**src/rtl/sec_pkg.sv**
```systemverilog
package sec_pkg;
  localparam int BYTE_W = 8;

  localparam logic [BYTE_W-1:0] CMD_PROG  = 8'hA0;
  localparam logic [BYTE_W-1:0] CMD_SETUP = 8'h80;
  localparam logic [BYTE_W-1:0] CMD_CHIP  = 8'h10;
  localparam logic [BYTE_W-1:0] CMD_SECT  = 8'h30;  // also the resume byte

  typedef enum logic [3:0] {
    ST_IDLE,
    ST_PARM,
    ST_SETUP,
    ST_PROG,
    ST_CERASE,
    ST_SETO,
    ST_SERUN,
    ST_SUSPG,
    ST_SUSPD
  } fst_e;
endpackage

```
**src/rtl/sec_cmd_fsm.sv**
```systemverilog
module sec_cmd_fsm
  import sec_pkg::*;
#(
  parameter int ADDR_W     = 5,
  parameter int SECT_W     = 2,
  parameter int CNT_W      = 5,
  parameter int PROG_CYC   = 4,
  parameter int CERASE_CYC = 12,
  parameter int TO_CYC     = 8,
  parameter int ERASE_CYC  = 20,
  parameter int SUS_CYC    = 3,
  parameter logic [7:0] SUSP_CMD = 8'hB0
) (
  input  logic              clk,
  input  logic              rst_n,
  input  logic              wr_en,
  input  logic [ADDR_W-1:0] wr_addr,
  input  logic [BYTE_W-1:0] wr_data,
  output fst_e              st,
  output logic [SECT_W-1:0] sect,
  output logic [ADDR_W-1:0] prog_addr,
  output logic [BYTE_W-1:0] prog_data,
  output logic              prog_do,
  output logic              chip_do,
  output logic              sect_do
);
  localparam logic [CNT_W-1:0] ONE = CNT_W'(1);

  fst_e              st_q, st_d;
  logic [CNT_W-1:0]  tmr_q, tmr_d, eleft_q, eleft_d;
  logic [SECT_W-1:0] sect_q, sect_d;
  logic [ADDR_W-1:0] pa_q, pa_d;
  logic [BYTE_W-1:0] pd_q, pd_d;
  logic              is_susp, is_sect;

  assign is_susp = wr_en && (wr_data == SUSP_CMD);
  assign is_sect = wr_en && (wr_data == CMD_SECT);

  always_comb begin
    st_d    = st_q;
    tmr_d   = tmr_q;
    eleft_d = eleft_q;
    sect_d  = sect_q;
    pa_d    = pa_q;
    pd_d    = pd_q;
    unique case (st_q)
      ST_IDLE: begin
        if (wr_en && wr_data == CMD_PROG)       st_d = ST_PARM;
        else if (wr_en && wr_data == CMD_SETUP) st_d = ST_SETUP;
      end
      ST_PARM: if (wr_en) begin
        st_d  = ST_PROG;
        tmr_d = CNT_W'(PROG_CYC);
        pa_d  = wr_addr;
        pd_d  = wr_data;
      end
      ST_SETUP: if (wr_en) begin
        if (wr_data == CMD_CHIP) begin
          st_d  = ST_CERASE;
          tmr_d = CNT_W'(CERASE_CYC);
        end else if (wr_data == CMD_SECT) begin
          st_d   = ST_SETO;
          tmr_d  = CNT_W'(TO_CYC);
          sect_d = wr_addr[ADDR_W-1 -: SECT_W];
        end else begin
          st_d = ST_IDLE;
        end
      end
      ST_PROG, ST_CERASE: begin
        if (tmr_q == ONE) st_d = ST_IDLE;
        else              tmr_d = tmr_q - ONE;
      end
      ST_SETO: begin
        if (is_susp) begin
          st_d    = ST_SUSPD;
          eleft_d = CNT_W'(ERASE_CYC);
        end else if (tmr_q == ONE) begin
          st_d    = ST_SERUN;
          eleft_d = CNT_W'(ERASE_CYC);
        end else begin
          tmr_d = tmr_q - ONE;
        end
      end
      ST_SERUN: begin
        if (eleft_q == ONE) begin
          st_d = ST_IDLE;
        end else begin
          eleft_d = eleft_q - ONE;
          if (is_susp) begin
            st_d  = ST_SUSPG;
            tmr_d = CNT_W'(SUS_CYC);
          end
        end
      end
      ST_SUSPG: begin
        if (tmr_q == ONE) st_d = ST_SUSPD;
        else              tmr_d = tmr_q - ONE;
      end
      ST_SUSPD: if (is_sect) st_d = ST_SERUN;
      default: st_d = ST_IDLE;
    endcase
  end

  always_ff @(posedge clk or negedge rst_n) begin
    if (!rst_n) begin
      st_q    <= ST_IDLE;
      tmr_q   <= '0;
      eleft_q <= '0;
      sect_q  <= '0;
      pa_q    <= '0;
      pd_q    <= '0;
    end else begin
      st_q    <= st_d;
      tmr_q   <= tmr_d;
      eleft_q <= eleft_d;
      sect_q  <= sect_d;
      pa_q    <= pa_d;
      pd_q    <= pd_d;
    end
  end

  assign st        = st_q;
  assign sect      = sect_q;
  assign prog_addr = pa_q;
  assign prog_data = pd_q;
  assign prog_do   = (st_q == ST_PROG)   && (tmr_q == ONE);
  assign chip_do   = (st_q == ST_CERASE) && (tmr_q == ONE);
  assign sect_do   = (st_q == ST_SERUN)  && (eleft_q == ONE);

  AST_TO_SUSPEND_NOW: assert property (@(posedge clk) disable iff (!rst_n)
    (st_q == ST_SETO && is_susp) |=> (st_q == ST_SUSPD));
  AST_RUN_SUSPEND: assert property (@(posedge clk) disable iff (!rst_n)
    (st_q == ST_SERUN && is_susp && eleft_q != ONE) |=> (st_q == ST_SUSPG));
  AST_SUSP_HOLD: assert property (@(posedge clk) disable iff (!rst_n)
    (st_q == ST_SUSPD && !is_sect) |=> (st_q == ST_SUSPD));
  AST_RESUME_RUN: assert property (@(posedge clk) disable iff (!rst_n)
    (st_q == ST_SUSPD && is_sect) |=> (st_q == ST_SERUN));
  AST_ELEFT_FROZEN: assert property (@(posedge clk) disable iff (!rst_n)
    (st_q == ST_SUSPD) |=> $stable(eleft_q));
  AST_NO_SUSP_ELSEWHERE: assert property (@(posedge clk) disable iff (!rst_n)
    (st_q == ST_PROG || st_q == ST_CERASE) |=> (st_q != ST_SUSPG && st_q != ST_SUSPD));
endmodule

```
**src/rtl/sec_array.sv**
```systemverilog
module sec_array
  import sec_pkg::*;
#(
  parameter int ADDR_W = 5,
  parameter int SECT_W = 2
) (
  input  logic              clk,
  input  logic              rst_n,
  input  logic [SECT_W-1:0] sect,
  input  logic [ADDR_W-1:0] prog_addr,
  input  logic [BYTE_W-1:0] prog_data,
  input  logic              prog_do,
  input  logic              chip_do,
  input  logic              sect_do,
  input  logic [ADDR_W-1:0] rd_addr,
  output logic [BYTE_W-1:0] rd_word
);
  localparam int DEPTH = 1 << ADDR_W;

  logic [DEPTH*BYTE_W-1:0] flat;

  for (genvar i = 0; i < DEPTH; i++) begin : g_cell
    localparam logic [ADDR_W-1:0] A = ADDR_W'(i);
    logic [BYTE_W-1:0] cell_q;
    logic              wipe, pgm;
    assign wipe = chip_do || (sect_do && (A[ADDR_W-1 -: SECT_W] == sect));
    assign pgm  = prog_do && (prog_addr == A);
    always_ff @(posedge clk or negedge rst_n) begin
      if (!rst_n)    cell_q <= '1;
      else if (wipe) cell_q <= '1;
      else if (pgm)  cell_q <= cell_q & prog_data;
    end
    assign flat[i*BYTE_W +: BYTE_W] = cell_q;
  end

  assign rd_word = flat[rd_addr*BYTE_W +: BYTE_W];
endmodule

```
**src/rtl/sec_rd_path.sv**
```systemverilog
module sec_rd_path
  import sec_pkg::*;
#(
  parameter int SECT_W = 2
) (
  input  logic              clk,
  input  logic              rst_n,
  input  logic              rd_en,
  input  logic [SECT_W-1:0] rd_sect,
  input  fst_e              st,
  input  logic [SECT_W-1:0] sect,
  input  logic              prog_msb,
  input  logic [BYTE_W-1:0] arr_word,
  output logic [BYTE_W-1:0] rd_data
);
  logic              busy, erase_busy, frozen_hit;
  logic              tgl_q, tgl_d;
  logic [BYTE_W-1:0] rd_q, rd_d;

  assign erase_busy = (st == ST_CERASE) || (st == ST_SETO) ||
                      (st == ST_SERUN)  || (st == ST_SUSPG);
  assign busy       = erase_busy || (st == ST_PROG);
  assign frozen_hit = (st == ST_SUSPD) && (rd_sect == sect);

  always_comb begin
    rd_d  = rd_q;
    tgl_d = tgl_q;
    if (rd_en) begin
      if (busy) begin
        rd_d  = {(st == ST_PROG) ? ~prog_msb : 1'b0, tgl_q, {(BYTE_W-2){1'b0}}};
        tgl_d = ~tgl_q;
      end else if (frozen_hit) begin
        rd_d = {1'b1, tgl_q, {(BYTE_W-2){1'b0}}};
      end else begin
        rd_d = arr_word;
      end
    end
  end

  always_ff @(posedge clk or negedge rst_n) begin
    if (!rst_n) begin
      rd_q  <= '0;
      tgl_q <= 1'b0;
    end else begin
      rd_q  <= rd_d;
      tgl_q <= tgl_d;
    end
  end

  assign rd_data = rd_q;

  AST_BUSY_DQ7_LOW: assert property (@(posedge clk) disable iff (!rst_n)
    (rd_en && erase_busy) |=> !rd_q[BYTE_W-1]);
  AST_SUSP_DQ7_HIGH: assert property (@(posedge clk) disable iff (!rst_n)
    (rd_en && frozen_hit) |=> rd_q[BYTE_W-1]);
  AST_TGL_FROZEN: assert property (@(posedge clk) disable iff (!rst_n)
    (st == ST_SUSPD) |=> $stable(tgl_q));
endmodule

```
**src/rtl/sector_erase_ctl.sv**
```systemverilog
module sector_erase_ctl
  import sec_pkg::*;
#(
  parameter int ADDR_W     = 5,
  parameter int SECT_W     = 2,
  parameter int PROG_CYC   = 4,
  parameter int CERASE_CYC = 12,
  parameter int TO_CYC     = 8,
  parameter int ERASE_CYC  = 20,
  parameter int SUS_CYC    = 3,
  parameter logic [7:0] SUSP_CMD = 8'hB0
) (
  input  logic              clk,
  input  logic              rst_n,
  input  logic              wr_en,
  input  logic [ADDR_W-1:0] wr_addr,
  input  logic [7:0]        wr_data,
  input  logic              rd_en,
  input  logic [ADDR_W-1:0] rd_addr,
  output logic [7:0]        rd_data
);
  localparam int M1    = (PROG_CYC > CERASE_CYC) ? PROG_CYC : CERASE_CYC;
  localparam int M2    = (TO_CYC > ERASE_CYC) ? TO_CYC : ERASE_CYC;
  localparam int M3    = (M1 > M2) ? M1 : M2;
  localparam int MAXC  = (M3 > SUS_CYC) ? M3 : SUS_CYC;
  localparam int CNT_W = $clog2(MAXC + 1);

  logic [1:0]        rsync_q;
  logic              rst_s;
  fst_e              st;
  logic [SECT_W-1:0] sect;
  logic [ADDR_W-1:0] prog_addr;
  logic [BYTE_W-1:0] prog_data, arr_word;
  logic              prog_do, chip_do, sect_do;

  always_ff @(posedge clk or negedge rst_n) begin
    if (!rst_n) rsync_q <= 2'b00;
    else        rsync_q <= {rsync_q[0], 1'b1};
  end
  assign rst_s = rsync_q[1];

  sec_cmd_fsm #(
    .ADDR_W(ADDR_W), .SECT_W(SECT_W), .CNT_W(CNT_W),
    .PROG_CYC(PROG_CYC), .CERASE_CYC(CERASE_CYC), .TO_CYC(TO_CYC),
    .ERASE_CYC(ERASE_CYC), .SUS_CYC(SUS_CYC), .SUSP_CMD(SUSP_CMD)
  ) u_fsm (
    .clk(clk), .rst_n(rst_s), .wr_en(wr_en), .wr_addr(wr_addr),
    .wr_data(wr_data), .st(st), .sect(sect), .prog_addr(prog_addr),
    .prog_data(prog_data), .prog_do(prog_do), .chip_do(chip_do),
    .sect_do(sect_do)
  );

  sec_array #(.ADDR_W(ADDR_W), .SECT_W(SECT_W)) u_arr (
    .clk(clk), .rst_n(rst_s), .sect(sect), .prog_addr(prog_addr),
    .prog_data(prog_data), .prog_do(prog_do), .chip_do(chip_do),
    .sect_do(sect_do), .rd_addr(rd_addr), .rd_word(arr_word)
  );

  sec_rd_path #(.SECT_W(SECT_W)) u_rd (
    .clk(clk), .rst_n(rst_s), .rd_en(rd_en),
    .rd_sect(rd_addr[ADDR_W-1 -: SECT_W]), .st(st), .sect(sect),
    .prog_msb(prog_data[BYTE_W-1]), .arr_word(arr_word), .rd_data(rd_data)
  );
endmodule

```
**config.mk**
```make
export PLATFORM = sky130hd
export DESIGN_NAME = sector_erase_ctl
export DESIGN_NICKNAME = d
export VERILOG_FILES = /design/src/rtl/sec_pkg.sv /design/src/rtl/sec_cmd_fsm.sv /design/src/rtl/sec_array.sv /design/src/rtl/sec_rd_path.sv /design/src/rtl/sector_erase_ctl.sv
export SDC_FILE = /design/constraint.sdc
export NUM_CORES = 1
export LEC_CHECK = 0
export CAP_MARGIN = 20
export CORE_MARGIN = 2
export CORE_UTILIZATION = 50
export CTS_CLUSTER_SIZE = 30
export DETAILED_ROUTE_END_ITERATION = 10
export DONT_BUFFER_PORTS = 1
export PLACE_DENSITY = 0.72
export SETUP_SLACK_MARGIN = 0.1
export SYNTH_ARGS = -nofsm -noshare
export SYNTH_HDL_FRONTEND = slang
export SYNTH_SLANG_ARGS = --single-unit
export TNS_END_PERCENT = 5
```
**constraint.sdc**
```tcl
create_clock -name clk -period 7.9 [get_ports clk]
set_input_delay 0.79 -clock clk [delete_from_list [all_inputs] [get_ports clk]]
set_output_delay 0.79 -clock clk [all_outputs]
set_load 0.02 [all_outputs]
```
# == Word level (Yosys, flattened, before mapping) ==
# Index checks and enable logic that the tools add are counted.
# totals
register_bits,296
inputBits,22
word_cells,332
# classes
add_sub_neg,2
n_eq_ne,62
shift,1
mux,94
bitwise_logic,35
n_reduce_logical,97
# op_table
cell,n
8-bit 2-to-1 mux,66
8-bit bitwise AND,32
256-bit by 9-bit variable part select with 8-bit output,1
5-bit == test (second input constant),16
2-bit nonzero test,33
5-bit 2-to-1 mux,11
4-bit 2-to-1 mux,12
1-bit logical AND,44
5-bit by 4-bit == test with 1-bit output (second input constant),8
4-bit one-hot mux with 8 select lines,1
5-bit one-hot mux with 5 select lines,1
8-bit == test (second input constant),3
5-bit by 3-bit == test with 1-bit output (second input constant),4
4-bit by 3-bit == test with 1-bit output (second input constant),4
5-bit by 1-bit == test with 1-bit output (second input constant),3
3-bit by 1-bit != test with 1-bit output (second input constant),4
5-bit by 2-bit == test with 1-bit output (second input constant),2
5-bit one-hot mux with 2 select lines,1
5-bit by 1-bit subtractor with 5-bit output (second input constant),2
4-bit by 2-bit == test with 1-bit output (second input constant),2
8-bit by 5-bit == test with 1-bit output (second input constant),1
8-bit by 6-bit == test with 1-bit output (second input constant),1
1-bit logical OR,8
2-bit by 1-bit != test with 1-bit output (second input constant),4
20 further kinds,27

# == Depth between registers and ports, before layout ==
# Gate-level depths: netlist of run 1.
# depth
word_depth,6
mapped_depth,9
mapped_depth_nobuf,7

# == By module ==
# From an unflattened synthesis of run 1, not the netlist that was laid out.
# hier_totals
cells_unflattened,1217
area_unflattened_um2,14447.6
# by_module_without_submodules
module,n_inst,cells_per_inst,area_per_inst_um2,seq_area_each_um2
sec_array,1,996,12140.4,6726.5
sec_cmd_fsm,1,170,1771.7,725.7
sec_rd_path,1,48,481.7,225.2
sector_erase_ctl,1,3,53.8,50.0

# == Worst setup path after synthesis of run 1 ==
# OpenSTA, ideal clock, no wires.
# synth_timing
kind,input-to-reg
from,input port rd_addr[0]
to,register u_rd.rd_q[1] (netlist: u_rd.rd_data[1])
setup_ns,0.134
arrival_ns,2.512
slack_ns,5.254
stages,6
path_buffers,2
cell_sequence,buf_2 > buf_2 > mux4_2 > mux4_2 > nor2b_1 > o22ai_1
# synth_between
elab_chain_len,3
# synth_rtl
element,line,text
start: declaration,sector_erase_ctl.sv:19,"input logic [ADDR_W-1:0] rd_addr,"
256-bit by 9-bit variable part select with 8-bit output,sec_array.sv:36,assign rd_word = flat[rd_addr*BYTE_W +: BYTE_W];
8-bit 2-to-1 mux,sec_rd_path.sv:32,end else if (frozen_hit) begin
8-bit 2-to-1 mux,sec_rd_path.sv:29,if (busy) begin
end signal: assignment,sec_rd_path.sv:45,rd_q <= rd_d;
end: declaration,sec_rd_path.sv:18,"logic [BYTE_W-1:0] rd_q, rd_d;"
# Every way passes these cells.
# A chain may end at the register's enable or synchronous reset.

# == Worst setup path after layout of run 1 ==
# layout_timing
from,register u_fsm.st_q[1] (netlist: u_fsm.st[1])
to,register u_arr.g_cell[23].cell_q[2]
# layout_between
elab_chain_len,5
# layout_rtl
element,line,text
start: declaration,sec_cmd_fsm.sv:29,"fst_e st_q, st_d;"
start signal: assignment,sec_cmd_fsm.sv:113,st_q <= st_d;
4-bit by 3-bit == test with 1-bit output,sec_cmd_fsm.sv:128,assign sect_do = (st_q == ST_SERUN) && (eleft_q == ONE);
1-bit logical AND,sec_cmd_fsm.sv:128,
1-bit logical AND,sec_array.sv:26,assign wipe = chip_do || (sect_do && (A[ADDR_W-1 -: SECT_W] == sect));
1-bit logical OR,sec_array.sv:26,
8-bit 2-to-1 mux or 2-bit nonzero test (tied branches),-,
end signal: assignment,sec_array.sv:31,else if (pgm) cell_q <= cell_q & prog_data;
end: declaration,sec_array.sv:24,logic [BYTE_W-1:0] cell_q;
# Parallel ways exist; a longest one is shown, timed or not.

==> summary.txt, run 1 <==
Clock network
  – TritonCTS clock tree: built
  – Resize count post-CTS: 0
  – Num CTS Buffers: 31
  – Clock-pin slew on the worst setup and hold paths: 0.06 ns
  – Sink Count: 296
  – Root buffer cell: clkbuf_16
  – Clock tree buffer depth: 3
  – Worst-Skew Late Latency: 0.55 ns
  – H-tree depth: 1

Die
  – Die ar.: 28800 µm²
  – Core Region: 27000 µm²
  – FP Rows: 60
  – Initial Util: 50.9%
  – Die width: 170 µm
  – Total I/O pin count: 30
  – DIE HEIGHT: 170 µm

Yosys
  – Mapped Area: 13700 µm²
  – EDFF count, synth: 0
  – Yosys top cell area share: 49.1%
  – Post-Synthesis Cells: 1239
  – Syn avg cell area: 11.1 µm²
  – Post-synth top flop: dfstp_2
  – Flops & latches, synth: 296
  – Most common library cells after synthesis: 299 x nand2_1, 256 x dfstp_2, 217 x o21ai_0
  – Largest cells by area after synthesis: dfstp_2 49%, mux4_2 11%, nand2_1 8.2%, o21ai_0 7.9%, dfrtp_1 7.3%
  – Syn_nets: 1265
  – Post-synthesis cell type count: 60
  – Count leader, synth: nand2_1
  – Warnings from Yosys: 0
  – Sequential-to-total area share from yosys stat: 56.4%
  – Leading area contributor after synthesis: dfstp_2
  – Ys async rst share: 100%

Finish
  – Syn-to-layout area delta: 8.84%
  – Fillcell total: 2183
  – Layout net count: 1225
  – Antenna Cells: 0
  – Fraction of layout instances using a drive strength above 1: 34.6%

Timing
  – TNS Setup: 0 ns
  – Clock skew: 0.00599 ns
  – Final WS setup: 4.95 ns
  – Slew margin rel.: 27.5%
  – Worst-margin pin slew: 1.09 ns
  – Min Tclk post-route: 2.95 ns
  – Final period util: 37.3%
  – Fin. Hold Viols: 0
  – Unrepaired setup endpoints after global routing: no
  – Slew Limit Fails: 0
  – Endpoints failing setup: 0
  – Max Fclk: 340 MHz
  – Hold_ws: 0.284 ns

Power
  – Internal: 0.00437 W
  – Comb pwr share: 27.6%
  – Leakage: 6.04 nW
  – Psw: 0.00207 W
  – Clock network fraction of total power: 21.1%
  – PwrDens: 431 nW/µm²
  – Sw frac: 32.1%
  – Max VDD drop: 0.000235 V
  – Flop pwr share: 51.4%

Worst setup path
  – Top Family by Delay on Critical Path: simple AND/OR/NAND/NOR gates
  – Crit path required time: 8.35 ns
  – Crit end category: flop
  – Worst path bufs/invs: 0
  – Critical Path Fanout Max: 20
  – CP max stage cell: nor4_2
  – Critical path type: reg2reg
  – Startpoint Class: flop
  – RR Endpoint: u_arr.g_cell[23].cell_q[2]
  – Reg2reg setup slack: 4.95 ns
  – Worst path most repeated cell: nand2_1
  – Crit-path max cell delay: 0.75 ns
  – Arrival time at the worst endpoint: 3.39 ns
  – FF-to-FF Start: u_fsm.st[1]
  – Crit-path cells: nand4bb_1 -> nor4_2 -> nand2_1 -> o21ai_0 -> nand2_1
  – Reg2Reg Depth: 5

Global route
  – Vias in the first global route: 9658
  – Global-route wire length before repair: 54.5 mm
  – Initial antenna violation count: 0
  – Pin count of the biggest net entering global routing: 142
  – GR Util All Layers: 24.2%
  – Global route total overflow: 0

Route
  – Drt wl/cell: 21.6 µm
  – Router iterations before antenna repair: 8
  – Antenna Nets Post-Route: 0
  – DRT iter0 DRCs: 1012
  – Post-Route WL: 33.7 mm
  – Routed via count: 9656
  – Drc violations: 0
  – Via-to-Cell Ratio: 6.18

Placed design
  – IO Port Bufs: 0
  – DP Worst Slack: 5.02 ns
  – Detailed placement HPWL: 21.1 mm
  – RePlAce Congestion: 0.867

Worst hold path
  – Hold WC Path Type: reg2async

Outcome
  – Run status: finished clean

Run
  – Max-Cap Viols: 0
[per-stage QoR]
stage	cell area [µm²]	total power, W	utilization (%)	std cells
after CTS	14900	0.00643	55.3	1561
after detailed placement	14000	0.00506	51.8	1505
final	14900	0.00643	55.4	1562
after global placement	13900	0.00491	51.6	1503
after global routing	14900	0.00684	55.4	1562
after floorplan	13700	0.00451	-	1239
[logic make-up (layout without fill, tap and decap cells)]
logic type	count (synthesis)	in the layout	synth area share [%]
flip-flops	296	296	56.4
AND/OR/NAND/NOR	398	398	13.3
AO/OA/AOI/OAI	337	337	13.1
buffers and inverters	104	86	3.17
XOR/XNOR	8	8	0.511
multiplexers	91	91	13.2
adder cells (fa/ha/maj)	4	4	0.365
other	1	1	0.0273
[registers in the layout, summed over array words and instances (netlist names)]
name,flops
u_arr.g_cell.cell_q,256
u_fsm.prog_addr,5
u_fsm.sect,2
u_fsm.st,4
u_rd.tgl_q,1
rsync_q,2
u_fsm.tmr_q,5
u_rd.rd_data,8
u_fsm.prog_data,8
u_fsm.eleft_q,5
[worst max path at each step]
stage	from	endpoint	slack (ns)	depth (start not counted)
2_1_floorplan	rsync_q[1]	u_fsm.eleft_q[0]	3.30	0
3_3_place_gp	u_fsm.tmr_q[1]	u_arr.g_cell[30].cell_q[4]	5.11	7
3_5_place_dp	u_fsm.st[1]	u_arr.g_cell[23].cell_q[7]	5.02	5
4_1_cts	u_fsm.tmr_q[1]	u_arr.g_cell[23].cell_q[2]	4.98	7
5_1_grt	u_fsm.st[1]	u_arr.g_cell[19].cell_q[0]	4.70	5
6_report	u_fsm.st[1]	u_arr.g_cell[23].cell_q[2]	4.95	5
[power groups by stage]
stage                     clock network [W]  registers, W  logic, W
final                               0.00136       0.00331   0.00177
after global routing                0.00145       0.00340   0.00199
after CTS                           0.00138       0.00330   0.00175
after detailed placement                  0       0.00331   0.00175
after global placement                    0       0.00330   0.00162
after floorplan                           0       0.00305   0.00146
[routing by layer]
metal  up-vias  part of all wire, %  GRT usage, %  wire length, µm
li1       4288                    -             -                -
met1      4962                   42          34.4            14300
met2       330                   48          37.8            16100
met3        76                  6.8          4.90             2300
met4         0                  3.3          8.06             1100
met5         -                    0             0                0
[cell type report]
cell class / instances / area (µm²) / area share, %
Clock buffer: 54 / 932 / 6.25
Multi-Input combinational cell: 839 / 5600 / 37.5
Tap cell: 341 / 427 / 2.86
Sequential cell: 296 / 7730 / 51.8
Timing Repair Buffer: 15 / 163 / 1.09
Inverter: 16 / 60.1 / 0.402
Clock inverter: 1 / 8.76 / 0.0587
[cells in the final DEF (no fill, tap or decap), types with 6 or more instances in the layout]
master	count
a21oi_1	9
a31oi_1	6
buf_4	10
clkbuf_1	16
clkbuf_16	31
clkbuf_8	7
dfrtp_1	39
dfstp_2	256
inv_1	16
mux2_2	17
mux4_2	70
nand2_1	299
nand2b_1	11
nand3_1	6
nor2_1	18
nor2b_1	8
nor3_1	10
nor4_2	7
o21ai_0	217
o21ai_1	62
o22ai_1	19
[what timing repair did]
item                                    in CTS  in global routing
hold buffers                                 1                  0
buffers inserted                             0                  0
hold endpoints to repair                     2                  0
endpoints found under the setup margin       0                  0
Power figures use the tool's default switching activity.
==> run 2, diff against run 1 <==
Clock period 7.9 ns to 2.7 ns, I/O delays scaled along.
==> run 2 against run 1 <==
  * Total power rose to 3.0 times the previous value
  * Sequential share of layout area decreased by 1.8 points
  * Die area unchanged
  * Wire length is 2.9% higher
  * Via count up 2.6%
==> summary.txt, run 2 (same netlist as run 1, synthesis figures left out) <==
Route
  – Router iterations before antenna repair: 6 (-2)
  – Drc violations: 0 (unchanged)
  – Via-to-Cell Ratio: 6.19 (+0.15%)
  – Routed via count: 9906 (+2.6%)
  – Post-Route WL: 34.7 mm (+2.9%)
  – Antenna Nets Post-Route: 0 (unchanged)
  – DRT iter0 DRCs: 960 (-5.1%)
  – Drt wl/cell: 21.7 µm (+0.44%)

Worst setup path
  – FF-to-FF Start: u_fsm.tmr_q[1]
  – Startpoint Class: flop
  – Crit. Startpoint: u_fsm.tmr_q[1]
  – Reg2reg setup slack: 0.17 ns (-4.79 ns)
  – Arrival time at the worst endpoint: 3.02 ns (-0.37 ns)
  – Critical Path Fanout Max: 10 (-50%)
  – Crit path required time: 3.18 ns (-5.17 ns)
  – Critical path type: reg2reg
  – Crit end category: flop

Die
  – Die ar.: 28800 µm² (unchanged)
  – Total I/O pin count: 30 (unchanged)
  – FP Rows: 60 (unchanged)
  – DIE HEIGHT: 170 µm (unchanged)
  – Die width: 170 µm (unchanged)
  – Core Region: 27000 µm² (unchanged)
  – Initial Util: 50.9% (unchanged)

Timing
  – Max Fclk: 395 MHz (+16%)
  – Final period util: 93.8% (+57 points)
  – Clock skew: 0.0199 ns (+0.0139 ns)
  – Worst-margin pin slew: 0.870 ns (-0.218 ns)
  – Hold_ws: 0.0467 ns (-0.238 ns)
  – Fin. Hold Viols: 0 (unchanged)
  – Endpoints failing setup: 0 (unchanged)
  – Unrepaired setup endpoints after global routing: yes
  – Min Tclk post-route: 2.53 ns (-0.412 ns)
  – Slew margin rel.: 42.0% (+15 points)
  – Slew Limit Fails: 0 (unchanged)

Finish
  – Syn-to-layout area delta: 12.8%
  – Layout net count: 1261 (+2.9%)
  – Leading cell type in the layout, fill and taps excluded: nand2_1
  – Commonest non-fill, non-tap cells in the layout: 297 x nand2_1, 256 x dfstp_2, 216 x o21ai_0
  – Fraction of layout instances using a drive strength above 1: 36.4% (+1.8 points)
  – Largest Register: u_arr.g_cell.cell_q
  – Antenna Cells: 0 (unchanged)
  – Max reg flops: 256 (unchanged)
  – Final core area utilization: 57.4% (+2.0 points)

Clock network
  – Sink Count: 296 (unchanged)
  – Root buffer cell: clkbuf_16
  – Clock-pin slew on the worst setup and hold paths: 0.06 ns (about the same)
  – Clock tree buffer depth: 3 (unchanged)
  – H-tree depth: 1 (unchanged)
  – Worst-Skew Late Latency: 0.57 ns (+0.02 ns)
  – Num CTS Buffers: 30 (-3.2%)
  – TritonCTS clock tree: built

Run
  – Max-Cap Viols: 0 (unchanged)

Global route
  – Initial antenna violation count: 0 (unchanged)
  – Pin count of the biggest net entering global routing: 111 (-22%)
  – Global route total overflow: 0 (unchanged)
  – Global-route wire length before repair: 55.9 mm (+2.6%)
  – GR Util All Layers: 24.9% (+0.64 points)
  – Vias in the first global route: 9864 (+2.1%)

Placed design
  – Detailed placement HPWL: 21.1 mm (+0.40%)
  – RePlAce Congestion: 0.849 (-2.1%)
  – IO Port Bufs: 0 (unchanged)

Worst hold path
  – Hold WC Path Type: in2reg
  – Hold Path Origin: wr_data[5]

Power
  – Max VDD drop: 0.000758 V (+220%)
  – Leakage: 6.33 nW (+4.9%)
  – PwrDens: 1270 nW/µm² (+190%)
  – Pwr Total: 0.0196 W (+200%)

Outcome
  – Run status: finished clean
==> run 2: layout make-up <==
class	instances	area (µm²)
fillers	2155	11500
flip-flops and latches	296	7730
multi-input cells	839	5620
clock buffers	37	850
repair buffers	52	526
well taps	341	427
clock inverters	19	263
inverters	16	60.1
==> run 2: power breakdown <==
part | internal [W] | leakage [nW] | switching [W]
sequential | 0.00803 | 3.20 | 0.00159
clock | 0.00281 | 0.550 | 0.00178
combinational | 0.00253 | 2.58 | 0.00287
total | 0.0134 | 6.33 | 0.00624
==> run 2: worst paths after layout <==
kind,to,cells past startpoint
worst max register to register,u_arr.g_cell[17].cell_q[5],8
worst max-delay path,u_arr.g_cell[17].cell_q[5],8
worst min register to register,u_fsm.prog_data[1],0
min in group asynchronous,u_fsm.prog_data[1],0
max in group asynchronous,u_arr.g_cell[16].cell_q[3],1
worst min-delay path,u_fsm.st[0],4
==> run 2: metrics by stage <==
step / area [µm²] / setup slack (ns) / cells / TNS [ns]
final: 15500 / 0.166 / 1600 / 0
after global routing: 15500 / -0.00764 / 1600 / -0.00764
after CTS: 15500 / 0.178 / 1600 / 0
after detailed placement: 14200 / 0.230 / 1525 / 0
after global placement: 14200 / 0.269 / 1525 / 0
after floorplan: 13700 / -0.107 / 1239 / -4.05
==> run 2: repair_timing <==
item / CTS / global route
gates resized for setup: 0 / 4
buffers inserted: 0 / 0
hold buffers: 19 / 0
endpoints found under the setup margin: 0 / 52
endpoints found under the hold margin: 27 / 0
==> run 2: critical path, cell delays in order, from the launching register on <==
cell	delay [ns]
dfrtp_1	0.40
inv_1	0.09
ha_1	0.15
or4b_1	0.44
buf_4	0.21
nor4_2	0.46
nand2_1	0.32
o21ai_0	0.30
nand2_1	0.09
==> run 2: routing by layer <==
layer	track usage, %	wire, µm	vias to the layer above
met5	0	0	-
met3	3.15	2170	74
li1	-	-	4365
met4	8.44	1180	0
met1	35.3	14800	5116
met2	40.1	16600	351
==> run 3, diff against run 2 <==
Settings changed: CTS_BUF_LIST set to sky130_fd_sc_hd__clkbuf_16.
==> run 3 against run 2 <==
  * Wire length is 0.22% lower
  * Count of clock-buffer cells in the layout is 5 lower
  * Worst hold slack worse by 0.0023 ns
  * First-iteration DRC count is 2.6% higher
  * Critical path type unchanged
  * Largest power group unchanged
  * Highest routed layer unchanged
==> summary.txt, run 3 (same netlist as run 1, synthesis figures left out) <==
Clock network
  – Root buffer cell: clkbuf_16
  – Clock tree buffer depth: 3 (unchanged)
  – Sink Count: 296 (unchanged)
  – Worst-Skew Late Latency: 0.57 ns (about the same)
  – TritonCTS clock tree: built
  – Num CTS Buffers: 30 (unchanged)
  – Clock-pin slew on the worst setup and hold paths: 0.06 ns (about the same)
  – H-tree depth: 1 (unchanged)
  – Total setup buffers inserted after CTS: 0 (unchanged)

Outcome
  – Run status: finished clean

Worst setup path
  – Crit-path max cell delay: 0.46 ns (about the same)
  – Reg2Reg Depth: 8 (unchanged)
  – Reg2reg setup slack: 0.16 ns (about the same)
  – Critical Path Fanout Max: 10 (unchanged)
  – Worst path most repeated cell: nand2_1
  – CP max stage cell: nor4_2
  – Crit path required time: 3.19 ns (about the same)
  – RR Endpoint: u_arr.g_cell[17].cell_q[5]
  – Critical path type: reg2reg
  – FF-to-FF Start: u_fsm.tmr_q[1]
  – Startpoint Class: flop
  – Crit end category: flop
  – Arrival time at the worst endpoint: 3.03 ns (about the same)
  – Crit-path cells: inv_1 -> ha_1 -> or4b_1 -> buf_4 -> nor4_2 -> nand2_1 -> o21ai_0 -> nand2_1

Finish
  – Max reg flops: 256 (unchanged)
  – Final core area utilization: 57.3% (-0.11 points)
  – Syn-to-layout area delta: 12.6%
  – Finished Cell Area: 15400 µm² (-0.19%)
  – Commonest non-fill, non-tap cells in the layout: 297 x nand2_1, 256 x dfstp_2, 216 x o21ai_0
  – Layout net count: 1261 (unchanged)
  – Antenna Cells: 0 (unchanged)
  – Largest Register: u_arr.g_cell.cell_q
  – Fillcell total: 2155 (unchanged)
  – Leading cell type in the layout, fill and taps excluded: nand2_1
  – Fraction of layout instances using a drive strength above 1: 36.1% (-0.24 points)

Worst hold path
  – WHS Path Cells: 4 (unchanged)
  – Hold WC Path Type: in2reg
  – Hold Path Origin: wr_data[5]
  – Hold endpoint: u_fsm.st[0]

Global route
  – Pin count of the biggest net entering global routing: 111 (unchanged)
  – Global-route wire length before repair: 55.8 mm (about the same)
  – Global route total overflow: 0 (unchanged)
  – Met1 usage: 35.3% (unchanged)
  – GRT met2 Usage: 40.1% (-0.071 points)
  – Vias in the first global route: 9865 (+0.010%)
  – Global route hottest layer: met2
  – Met3 GRT Util: 3.15% (unchanged)
  – GR Util All Layers: 24.9% (about the same)
  – Initial antenna violation count: 0 (unchanged)

Timing
  – Hold_ws: 0.0444 ns (-0.00234 ns)
  – Worst-margin pin slew: 0.858 ns (-0.0119 ns)
  – Max Fclk: 394 MHz (-0.20%)
  – Clock skew: 0.0239 ns (+0.00398 ns)
  – Min Tclk post-route: 2.54 ns (+0.00508 ns)
  – Slew Limit Fails: 0 (unchanged)
  – Endpoints failing setup: 0 (unchanged)
  – Unrepaired setup endpoints after global routing: yes
  – Final period util: 94.0% (+0.19 points)
  – TNS Setup: 0 ns (unchanged)
  – Fin. Hold Viols: 0 (unchanged)
  – Slew margin rel.: 42.8% (+0.79 points)

Placed design
  – RePlAce Congestion: 0.849 (unchanged)
  – Detailed placement HPWL: 21.1 mm (unchanged)
  – Placed Area: 14200 µm² (unchanged)
  – IO Port Bufs: 0 (unchanged)

Route
  – Antenna Nets Post-Route: 0 (unchanged)
  – Router iterations before antenna repair: 6 (unchanged)
  – Via-to-Cell Ratio: 6.21 (+0.24%)
  – Drt wl/cell: 21.6 µm (-0.22%)
  – Drc violations: 0 (unchanged)
  – Post-Route WL: 34.6 mm (-0.22%)
  – DRT iter0 DRCs: 985 (+2.6%)
  – Routed via count: 9930 (+0.24%)

Die
  – Total I/O pin count: 30 (unchanged)
  – DIE HEIGHT: 170 µm (unchanged)
  – Initial Util: 50.9% (unchanged)
  – Die ar.: 28800 µm² (unchanged)
  – FP Rows: 60 (unchanged)
  – Core Region: 27000 µm² (unchanged)
  – Die width: 170 µm (unchanged)

Power
  – Pwr Total: 0.0195 W (-0.52%)
  – Max VDD drop: 0.000758 V (about the same)
  – PwrDens: 1260 nW/µm² (-0.32%)
  – Leakage: 6.32 nW (-0.14%)

Run
  – Max-Cap Viols: 0 (unchanged)
run 3: how the worst max path moves through the flow:
stage               slack, ns           start                         end
floorplan               -0.11      rsync_q[1]            u_fsm.eleft_q[0]
global placement         0.27  u_fsm.tmr_q[1]  u_arr.g_cell[21].cell_q[4]
detailed placement       0.23  u_fsm.tmr_q[1]  u_arr.g_cell[15].cell_q[5]
CTS                      0.17  u_fsm.tmr_q[1]  u_arr.g_cell[17].cell_q[5]
global route           -0.007  u_fsm.tmr_q[1]  u_arr.g_cell[20].cell_q[1]
finish                   0.16  u_fsm.tmr_q[1]  u_arr.g_cell[17].cell_q[5]
run 3: power by group:
part	internal [W]	switching, W	total (W)
clock network	0.00272	0.00178	0.00449
logic	0.00253	0.00287	0.00540
registers	0.00803	0.00159	0.00962
total	0.0133	0.00623	0.0195
run 3: timing repair:
action	CTS	global route
endpoints found under the hold margin	27	0
hold buffers	19	0
endpoints found under the setup margin	0	51
resized for setup	0	4
run 3: metrics by stage:
stage                     setup WS, ns  std cells
after floorplan                 -0.107       1239
after global placement           0.269       1525
after detailed placement         0.230       1525
after CTS                        0.174       1600
after global routing          -0.00731       1600
final                            0.161       1600
run 3: critical path, delay by kind of cell (launching register included):
family          cells  cell delay, ns
compound gates      1            0.30
fa+ha+maj           1            0.16
buf+inv             2            0.30
flops               1            0.40
simple gates        4            1.31
run 3: final cells by class:
class / count / area [µm²] / share of cell area [%]
clock inverter: 24 / 282 / 1.82
clock buffer: 32 / 801 / 5.19
multi-input combinational: 839 / 5620 / 36.4
timing repair buffer: 52 / 526 / 3.40
sequential: 296 / 7730 / 50.1
inverter: 16 / 60.1 / 0.389
tap: 341 / 427 / 2.76
run 3: metal layers:
metal	share of wire (%)	vias to the layer above	routed length, µm
li1	-	4364	-
met1	42	5088	14700
met2	48	405	16500
met3	6.5	73	2230
met4	3.6	0	1230
met5	0	-	0
